### config.mk
export PLATFORM = sky130hd
export DESIGN_NAME = ptmr_top
export DESIGN_NICKNAME = d
export VERILOG_FILES = /design/src/rtl/ptmr_pkg.sv /design/src/rtl/ptmr_sync.sv /design/src/rtl/ptmr_ctrl.sv /design/src/rtl/ptmr_dp.sv /design/src/rtl/ptmr_top.sv
export SDC_FILE = /design/constraint.sdc
export NUM_CORES = 1
export LEC_CHECK = 0
export BUFFER_PORTS_ARGS = -buffer_cell sky130_fd_sc_hd__clkbuf_2
export CAP_MARGIN = 20
export CORE_MARGIN = 10
export CORE_UTILIZATION = 55
export DETAILED_ROUTE_END_ITERATION = 6
export GPL_TIMING_DRIVEN = 0
export PLACE_DENSITY = 0.83
export SLEW_MARGIN = 25
export SYNTH_ARGS = -nofsm -noshare
export SYNTH_HDL_FRONTEND = slang
export SYNTH_SLANG_ARGS = --single-unit
### constraint.sdc
create_clock -name clk -period 7 [get_ports clk]
set_input_delay 0.7 -clock clk [delete_from_list [all_inputs] [get_ports clk]]
set_output_delay 0.7 -clock clk [all_outputs]
set_load 0.02 [all_outputs]
### src/rtl/ptmr_pkg.sv
package ptmr_pkg;

  typedef enum logic [1:0] {
    SRC_STOP  = 2'b00,
    SRC_TICK  = 2'b01,
    SRC_PIN   = 2'b10,
    SRC_GATED = 2'b11
  } srcSel_e;

  // bit 7 spare, [6:5] source, [4:3] reload mode, [2:0] prescale
  typedef struct packed {
    logic       spare;
    srcSel_e    src;
    logic [1:0] rldMode;
    logic [2:0] psSel;
  } ctrlReg_t;

  typedef struct packed {
    logic swLoad;   // software counter write this cycle
    logic inc;      // advance the counter by one
    logic trigRld;  // trigger-pin reload this cycle
    logic autoRld;  // overflow loads reload value
  } strobe_t;

  localparam int MAX_DIV = 24;
  localparam int DIV_W   = $clog2(MAX_DIV);

  // terminal count of the divider (ratio - 1)
  function automatic logic [DIV_W-1:0] divLimit(input logic [2:0] sel);
    logic [DIV_W-1:0] lim;
    case (sel)
      3'b001:  lim = DIV_W'(1);
      3'b010:  lim = DIV_W'(3);
      3'b011:  lim = DIV_W'(5);
      3'b100:  lim = DIV_W'(7);
      3'b101:  lim = DIV_W'(11);
      3'b110:  lim = DIV_W'(MAX_DIV - 1);
      default: lim = '0;
    endcase
    return lim;
  endfunction

endpackage

### src/rtl/ptmr_sync.sv
module ptmr_sync #(
  parameter int STAGES = 2,
  parameter int WIDTH  = 3
) (
  input  logic             clk,
  input  logic             rstN,
  input  logic [WIDTH-1:0] asyncIn,
  output logic [WIDTH-1:0] syncOut
);

  logic [WIDTH-1:0] chain [STAGES];

  for (genvar s = 0; s < STAGES; s++) begin : g_stage
    always_ff @(posedge clk or negedge rstN) begin
      if (!rstN)       chain[s] <= '0;
      else if (s == 0) chain[s] <= asyncIn;
      else             chain[s] <= chain[(s == 0) ? 0 : s-1];
    end
  end

  assign syncOut = chain[STAGES-1];

endmodule

### src/rtl/ptmr_ctrl.sv
module ptmr_ctrl
  import ptmr_pkg::*;
(
  input  logic       clk,
  input  logic       rstN,
  input  logic       ctrlWe,
  input  logic [7:0] ctrlWdata,
  input  logic       cntWe,
  input  logic       cntPinS,
  input  logic       gatePinS,
  input  logic       trigPinS,
  output ctrlReg_t   ctrlQ,
  output strobe_t    strobe
);

  logic [DIV_W-1:0] divCnt;
  logic             tick;
  logic             psChange;
  logic             cntPrev, trigPrev;
  logic             cntFall, trigFall;
  logic             incRaw;

  always_ff @(posedge clk or negedge rstN) begin
    if (!rstN)       ctrlQ <= '0;
    else if (ctrlWe) ctrlQ <= ctrlReg_t'(ctrlWdata & 8'h7F);
  end

  assign psChange = ctrlWe && (ctrlWdata[2:0] != ctrlQ.psSel);
  assign tick     = (divCnt == divLimit(ctrlQ.psSel));

  always_ff @(posedge clk or negedge rstN) begin
    if (!rstN)         divCnt <= '0;
    else if (psChange) divCnt <= '0;
    else if (tick)     divCnt <= '0;
    else               divCnt <= divCnt + 1'b1;
  end

  always_ff @(posedge clk or negedge rstN) begin
    if (!rstN) begin
      cntPrev  <= 1'b0;
      trigPrev <= 1'b0;
    end else begin
      cntPrev  <= cntPinS;
      trigPrev <= trigPinS;
    end
  end

  assign cntFall  = cntPrev & ~cntPinS;
  assign trigFall = trigPrev & ~trigPinS;

  always_comb begin
    unique case (ctrlQ.src)
      SRC_TICK:  incRaw = tick;
      SRC_PIN:   incRaw = cntFall;
      SRC_GATED: incRaw = tick & gatePinS;
      default:   incRaw = 1'b0;
    endcase
  end

  always_comb begin
    strobe.swLoad  = cntWe;
    strobe.inc     = incRaw;
    strobe.trigRld = (ctrlQ.rldMode == 2'b11) && trigFall;
    strobe.autoRld = (ctrlQ.rldMode == 2'b10);
  end

endmodule

### src/rtl/ptmr_dp.sv
module ptmr_dp
  import ptmr_pkg::*;
#(
  parameter int CNT_W = 16
) (
  input  logic             clk,
  input  logic             rstN,
  input  strobe_t          strobe,
  input  logic [CNT_W-1:0] cntWdata,
  input  logic             rldWe,
  input  logic [CNT_W-1:0] rldWdata,
  input  logic             flagClr,
  output logic [CNT_W-1:0] cntQ,
  output logic [CNT_W-1:0] rldQ,
  output logic             ovfQ
);

  localparam logic [CNT_W-1:0] TOP = '1;

  logic atTop;
  logic ovfEvt;

  assign atTop  = (cntQ == TOP);
  assign ovfEvt = strobe.inc && atTop && !strobe.swLoad && !strobe.trigRld;

  always_ff @(posedge clk or negedge rstN) begin
    if (!rstN)                cntQ <= '0;
    else if (strobe.swLoad)   cntQ <= cntWdata;
    else if (strobe.trigRld)  cntQ <= rldQ;
    else if (strobe.inc) begin
      if (atTop) cntQ <= strobe.autoRld ? rldQ : '0;
      else       cntQ <= cntQ + 1'b1;
    end
  end

  always_ff @(posedge clk or negedge rstN) begin
    if (!rstN)      rldQ <= '0;
    else if (rldWe) rldQ <= rldWdata;
  end

  always_ff @(posedge clk or negedge rstN) begin
    if (!rstN)        ovfQ <= 1'b0;
    else if (ovfEvt)  ovfQ <= 1'b1;
    else if (flagClr) ovfQ <= 1'b0;
  end

endmodule

### src/rtl/ptmr_top.sv
module ptmr_top
  import ptmr_pkg::*;
#(
  parameter int CNT_W       = 16,
  parameter int SYNC_STAGES = 2
) (
  input  logic             clk,
  input  logic             rstN,
  input  logic             ctrlWe,
  input  logic [7:0]       ctrlWdata,
  output logic [7:0]       ctrlRdata,
  input  logic             cntWe,
  input  logic [CNT_W-1:0] cntWdata,
  output logic [CNT_W-1:0] cntRdata,
  input  logic             rldWe,
  input  logic [CNT_W-1:0] rldWdata,
  output logic [CNT_W-1:0] rldRdata,
  input  logic             flagClr,
  output logic             ovfFlag,
  input  logic             cntPin,
  input  logic             gatePin,
  input  logic             trigPin
);

  localparam int PIN_N = 3;

  logic [PIN_N-1:0] pinSync;
  ctrlReg_t         ctrlQ;
  strobe_t          strobe;

  ptmr_sync #(.STAGES(SYNC_STAGES), .WIDTH(PIN_N)) i_sync (
    .clk     (clk),
    .rstN    (rstN),
    .asyncIn ({trigPin, gatePin, cntPin}),
    .syncOut (pinSync)
  );

  ptmr_ctrl i_ctrl (
    .clk       (clk),
    .rstN      (rstN),
    .ctrlWe    (ctrlWe),
    .ctrlWdata (ctrlWdata),
    .cntWe     (cntWe),
    .cntPinS   (pinSync[0]),
    .gatePinS  (pinSync[1]),
    .trigPinS  (pinSync[2]),
    .ctrlQ     (ctrlQ),
    .strobe    (strobe)
  );

  ptmr_dp #(.CNT_W(CNT_W)) i_dp (
    .clk      (clk),
    .rstN     (rstN),
    .strobe   (strobe),
    .cntWdata (cntWdata),
    .rldWe    (rldWe),
    .rldWdata (rldWdata),
    .flagClr  (flagClr),
    .cntQ     (cntRdata),
    .rldQ     (rldRdata),
    .ovfQ     (ovfFlag)
  );

  assign ctrlRdata = ctrlQ;

endmodule

==> reports/summary.md <==
The run finished with clean final reports. By count the netlist is led by 53 x sky130_fd_sc_hd__dfrtp_1, 26 x sky130_fd_sc_hd__mux2_2, 20 x sky130_fd_sc_hd__nand2_1. Of the post-synthesis cell area, the part taken by muxes is 14.22%. The total nets after synthesis came out at 308. For the global-route wire length before repair, the log shows 12,190 um.

The met3 usage is 5.134%, and the power density of the placed cells is 262.8 nW/um2. The height of the die is 91.77 um. Dividing the detail-routed wire length by the instance count gives 17.45 um. Before antenna repair, the detailed router went through 5 iterations.

The top cell type by area accounts for 46.82% of the synthesized area. The number of routed nets with antenna violations is 0. For the maximum clock frequency, the log shows 378.8 MHz.

The number of buffers created by CTS is 5. In the global route stage, overall resource usage came out at 17.49%. Maximum number of buffers from clock root to sink: 2. Summed over all nets, the half-perimeter wirelength after detailed placement is 5519 um. The share of synthesized cell area in full adder, half adder and majority cells came out at 0.8834%. The floorplan step defined a core boundary enclosing 5042 um2. For this run, design rule violations remaining after detail routing come to 0.

The detailed-route vias per instance works out to 5.589. The time the worst path needs with I/O delays and setup works out to 2640 ps. The wire length after detailed routing is 7347 um. Dividing the synthesized area by the synthesized cell count gives 11.02 um2. Sequential cells were found to cover 46.82% of the synthesized design area. The largest stage delay on the critical path is 520 ps, and the count of flip-flops with a built-in enable after synthesis is 0.

For this run, asynchronously set or reset flops after synthesis account for 100.0%. The horizontal extent of the die is 91.77 um, and the number of setup violations in the final report is 0. The violation count after the first detailed-route iteration is 193, and the area growth from synthesis to layout is 21.42%. The met2 global-route usage is 28.44%.

Post-synthesis share of cell area spent on xor and xnor gates: 5.256%. The logs give 21.86% for the met1 capacity usage during global routing and 45.05% for the normalized max-slew margin. Summing the areas of all compound-gate instances in the mapped netlist gives 12.94% of the synthesized area. The number of pins with negative max-slew slack in the final report was 0; the count of distinct cell types in the synthesized netlist was 55. The flip-flop cell with the highest count after synthesis was sky130_fd_sc_hd__dfrtp_1. The most used standard cell by instance count after synthesis is sky130_fd_sc_hd__dfrtp_1.

The antenna diode count came out at 0. For the pin with the worst max-slew slack, the measured transition is 821.2 ps. For the final database, setup skew stands at 14.72 ps. Timing analysis after detailed placement gives a worst setup slack of 4419 ps. The run gives 0 as the number of buffers inserted by post-CTS setup repair.

For the via count of the first global-routing pass, the log shows 2,452. The leakage power figure is 1.605 nW. The synthesized netlist devotes 14.62% of its cell area to simple gates. In the final layout, the share of cells above drive strength 1 is 41.03%. The count of input and output buffers was 86.

TritonCTS built the clock tree. The logs give 4360 ps for the least setup slack across all paths after layout and 54 for the pin count of the biggest net entering global routing. The largest individual stage delay along the critical path comes from the cell sky130_fd_sc_hd__nor4_2.

The row count came out at 26. The clock drives 53 sinks. The final critical-path share of the clock period was 37.71%; the synthesized area was 2833 um2. Setup repair after global routing left no endpoint under its margin.

Data on the critical path arrives at its endpoint at 2900 ps. The biggest area contributor in the post-synthesis netlist is sky130_fd_sc_hd__dfrtp_1. After clock tree synthesis, the clock-pin slew on the worst setup and hold paths is 100 ps. The worst setup path is captured at a register.

For the number of fill cells in the layout, the log shows 398. The die covers 8421 um2. By area, the combinational part of the netlist is dominated by simple AND/OR/NAND/NOR gates. Across the run, the number of max-cap violations was 0.

The synthesized design contains 53 register bits. The critical path is of the register to register type. The worst setup path is launched from a register. For this block, the via count after detailed routing is 2,353.

The tools report the quantity of gates resized following cts as 0. Clock root buffer: sky130_fd_sc_hd__clkbuf_8. Once the floorplan was initialized, standard cells occupied 56.18% of the core.

The number of nets in the final layout is 401. The min-delay analysis places its worst path in the category register to register. The number of antenna violations at the first check in global routing came out at 0. The clock tree synthesis step divided the H-tree into 2 levels. The later-pin clock latency in the skew report is 310 ps. The synthesized instance count was 257; the largest voltage drop on the vdd net was 0.1731 mV. At the worst endpoint, the required time is 7260 ps.

The number of hold violations in the final report was 0; the maximum net fanout on the critical path was 10. By area the synthesized netlist is led by sky130_fd_sc_hd__dfrtp_1 47%, sky130_fd_sc_hd__mux2_2 10%, sky130_fd_sc_hd__xor2_1 3.4%, sky130_fd_sc_hd__mux2_4 3.2%, sky130_fd_sc_hd__nand2_1 2.7%. Routability-driven placement finished with a final weighted congestion of 0.8942. Traced cell by cell, the critical path runs through ha_1 > nand3_1 > nor4_2 > a31o_2 > buf_2 > a22oi_1 > o21ai_0 > mux2_4. In this run the count of I/O pins placed on the die edge is 90.

The buffering stage count on the worst path with inverters included is 1. The run gives 0 as the number of buffers added to fix hold violations after cts. Summed over all failing endpoints, the final setup total negative slack is 0 ps. The post-layout total power was 0.9038 mW; the warning count from the yosys run was 0. The total overflow left after global routing is 0. Among cell families on the critical path, the largest total delay comes from simple AND/OR/NAND/NOR gates. Layer with the highest usage: met2.
-- routing by layer --
metal / vias to the layer above / share of wire, %
li1: 1122 / -
met4: 0 / 1.5
met3: 11 / 7.6
met2: 90 / 49
met5: - / 0
met1: 1130 / 42
-- report_power, final --
group	total, mW	internal [mW]	leakage [nW]	switching, mW
Clock	0.171	0.0693	0.0439	0.101
Combinational	0.309	0.140	0.930	0.169
Sequential	0.425	0.355	0.631	0.0696
-- cells in the final DEF (no fill, tap or decap), types with 5 or more instances in the layout --
cell type | netlist | layout
sky130_fd_sc_hd__nor2_1 | 11 | 11
sky130_fd_sc_hd__clkbuf_2 | 0 | 85
sky130_fd_sc_hd__mux2_2 | 26 | 26
sky130_fd_sc_hd__xor2_1 | 11 | 11
sky130_fd_sc_hd__dfrtp_1 | 53 | 53
sky130_fd_sc_hd__inv_1 | 13 | 13
sky130_fd_sc_hd__a221oi_1 | 5 | 5
sky130_fd_sc_hd__nand2_1 | 20 | 20
sky130_fd_sc_hd__o21ai_0 | 13 | 13
sky130_fd_sc_hd__clkbuf_1 | 7 | 7
sky130_fd_sc_hd__xnor2_1 | 6 | 6
sky130_fd_sc_hd__nand3_1 | 12 | 12
sky130_fd_sc_hd__clkbuf_8 | 2 | 7
sky130_fd_sc_hd__a22oi_1 | 5 | 5
sky130_fd_sc_hd__a21oi_1 | 7 | 7
sky130_fd_sc_hd__mux2_4 | 6 | 6
-- flip-flops by register name, indices dropped and copies added (netlist names), 3 cells and up --
signal and flops:
i_dp.rldQ 16, i_sync.syncOut 3, i_ctrl.divCnt 5, i_sync.chain 3, i_dp.cntQ 16, i_ctrl.ctrlQ 7
-- worst reg2reg max path, stage by stage (launching register included) --
cell and delay [ps]:
sky130_fd_sc_hd__dfrtp_1 440, sky130_fd_sc_hd__ha_1 220, sky130_fd_sc_hd__nand3_1 260, sky130_fd_sc_hd__nor4_2 520, sky130_fd_sc_hd__a31o_2 350, sky130_fd_sc_hd__buf_2 290
sky130_fd_sc_hd__a22oi_1 130, sky130_fd_sc_hd__o21ai_0 220, sky130_fd_sc_hd__mux2_4 170
-- logic make-up after synthesis --
logic type / count (synthesis)
buffers and inverters: 27
DFF: 53
other: 1
AOI/OAI and AO/OA: 49
muxes: 34
xor gates and xnor gates: 17
and+or+nand+nor: 74
adders and majority gates: 2
-- per-stage QoR --
stage | util (%) | hold WS, ps | area (um2) | std cells
2_1_floorplan | - | 331.2 | 2833 | 257
3_3_place_gp | 66.45 | 331.7 | 3351 | 413
3_5_place_dp | 66.50 | 340.4 | 3353 | 413
4_1_cts | 68.21 | 361.6 | 3440 | 421
5_1_grt | 68.21 | 370.6 | 3440 | 421
6_report | 68.21 | 358.8 | 3440 | 421
-- final timing paths --
path                                      start  slack, ps                end  depth (start not counted)
worst max register to register     i_dp.cntQ[0]       4360       i_dp.cntQ[8]                          8
max in group asynchronous                  rstN       6070    i_ctrl.trigPrev                          1
worst max-delay path               i_dp.cntQ[0]       4360       i_dp.cntQ[8]                          8
worst min-delay path            i_sync.chain[3]        360  i_sync.syncOut[0]                          0
min in group asynchronous                  rstN        440       i_dp.rldQ[8]                          1
worst min register to register  i_sync.chain[3]        360  i_sync.syncOut[0]                          0
-- area by class of cell --
class	instances	area (um2)	share of cell area (%)
tap	70	87.58	2.546
sequential	53	1326	38.56
clock buffer	5	68.82	2.001
multi-input combinational	177	1361	39.58
buffer	14	96.34	2.801
inverter	13	48.80	1.419
timing repair buffer	86	432.9	12.59
clock inverter	3	17.52	0.5093
No activity file was read; power rests on OpenSTA's default activity.
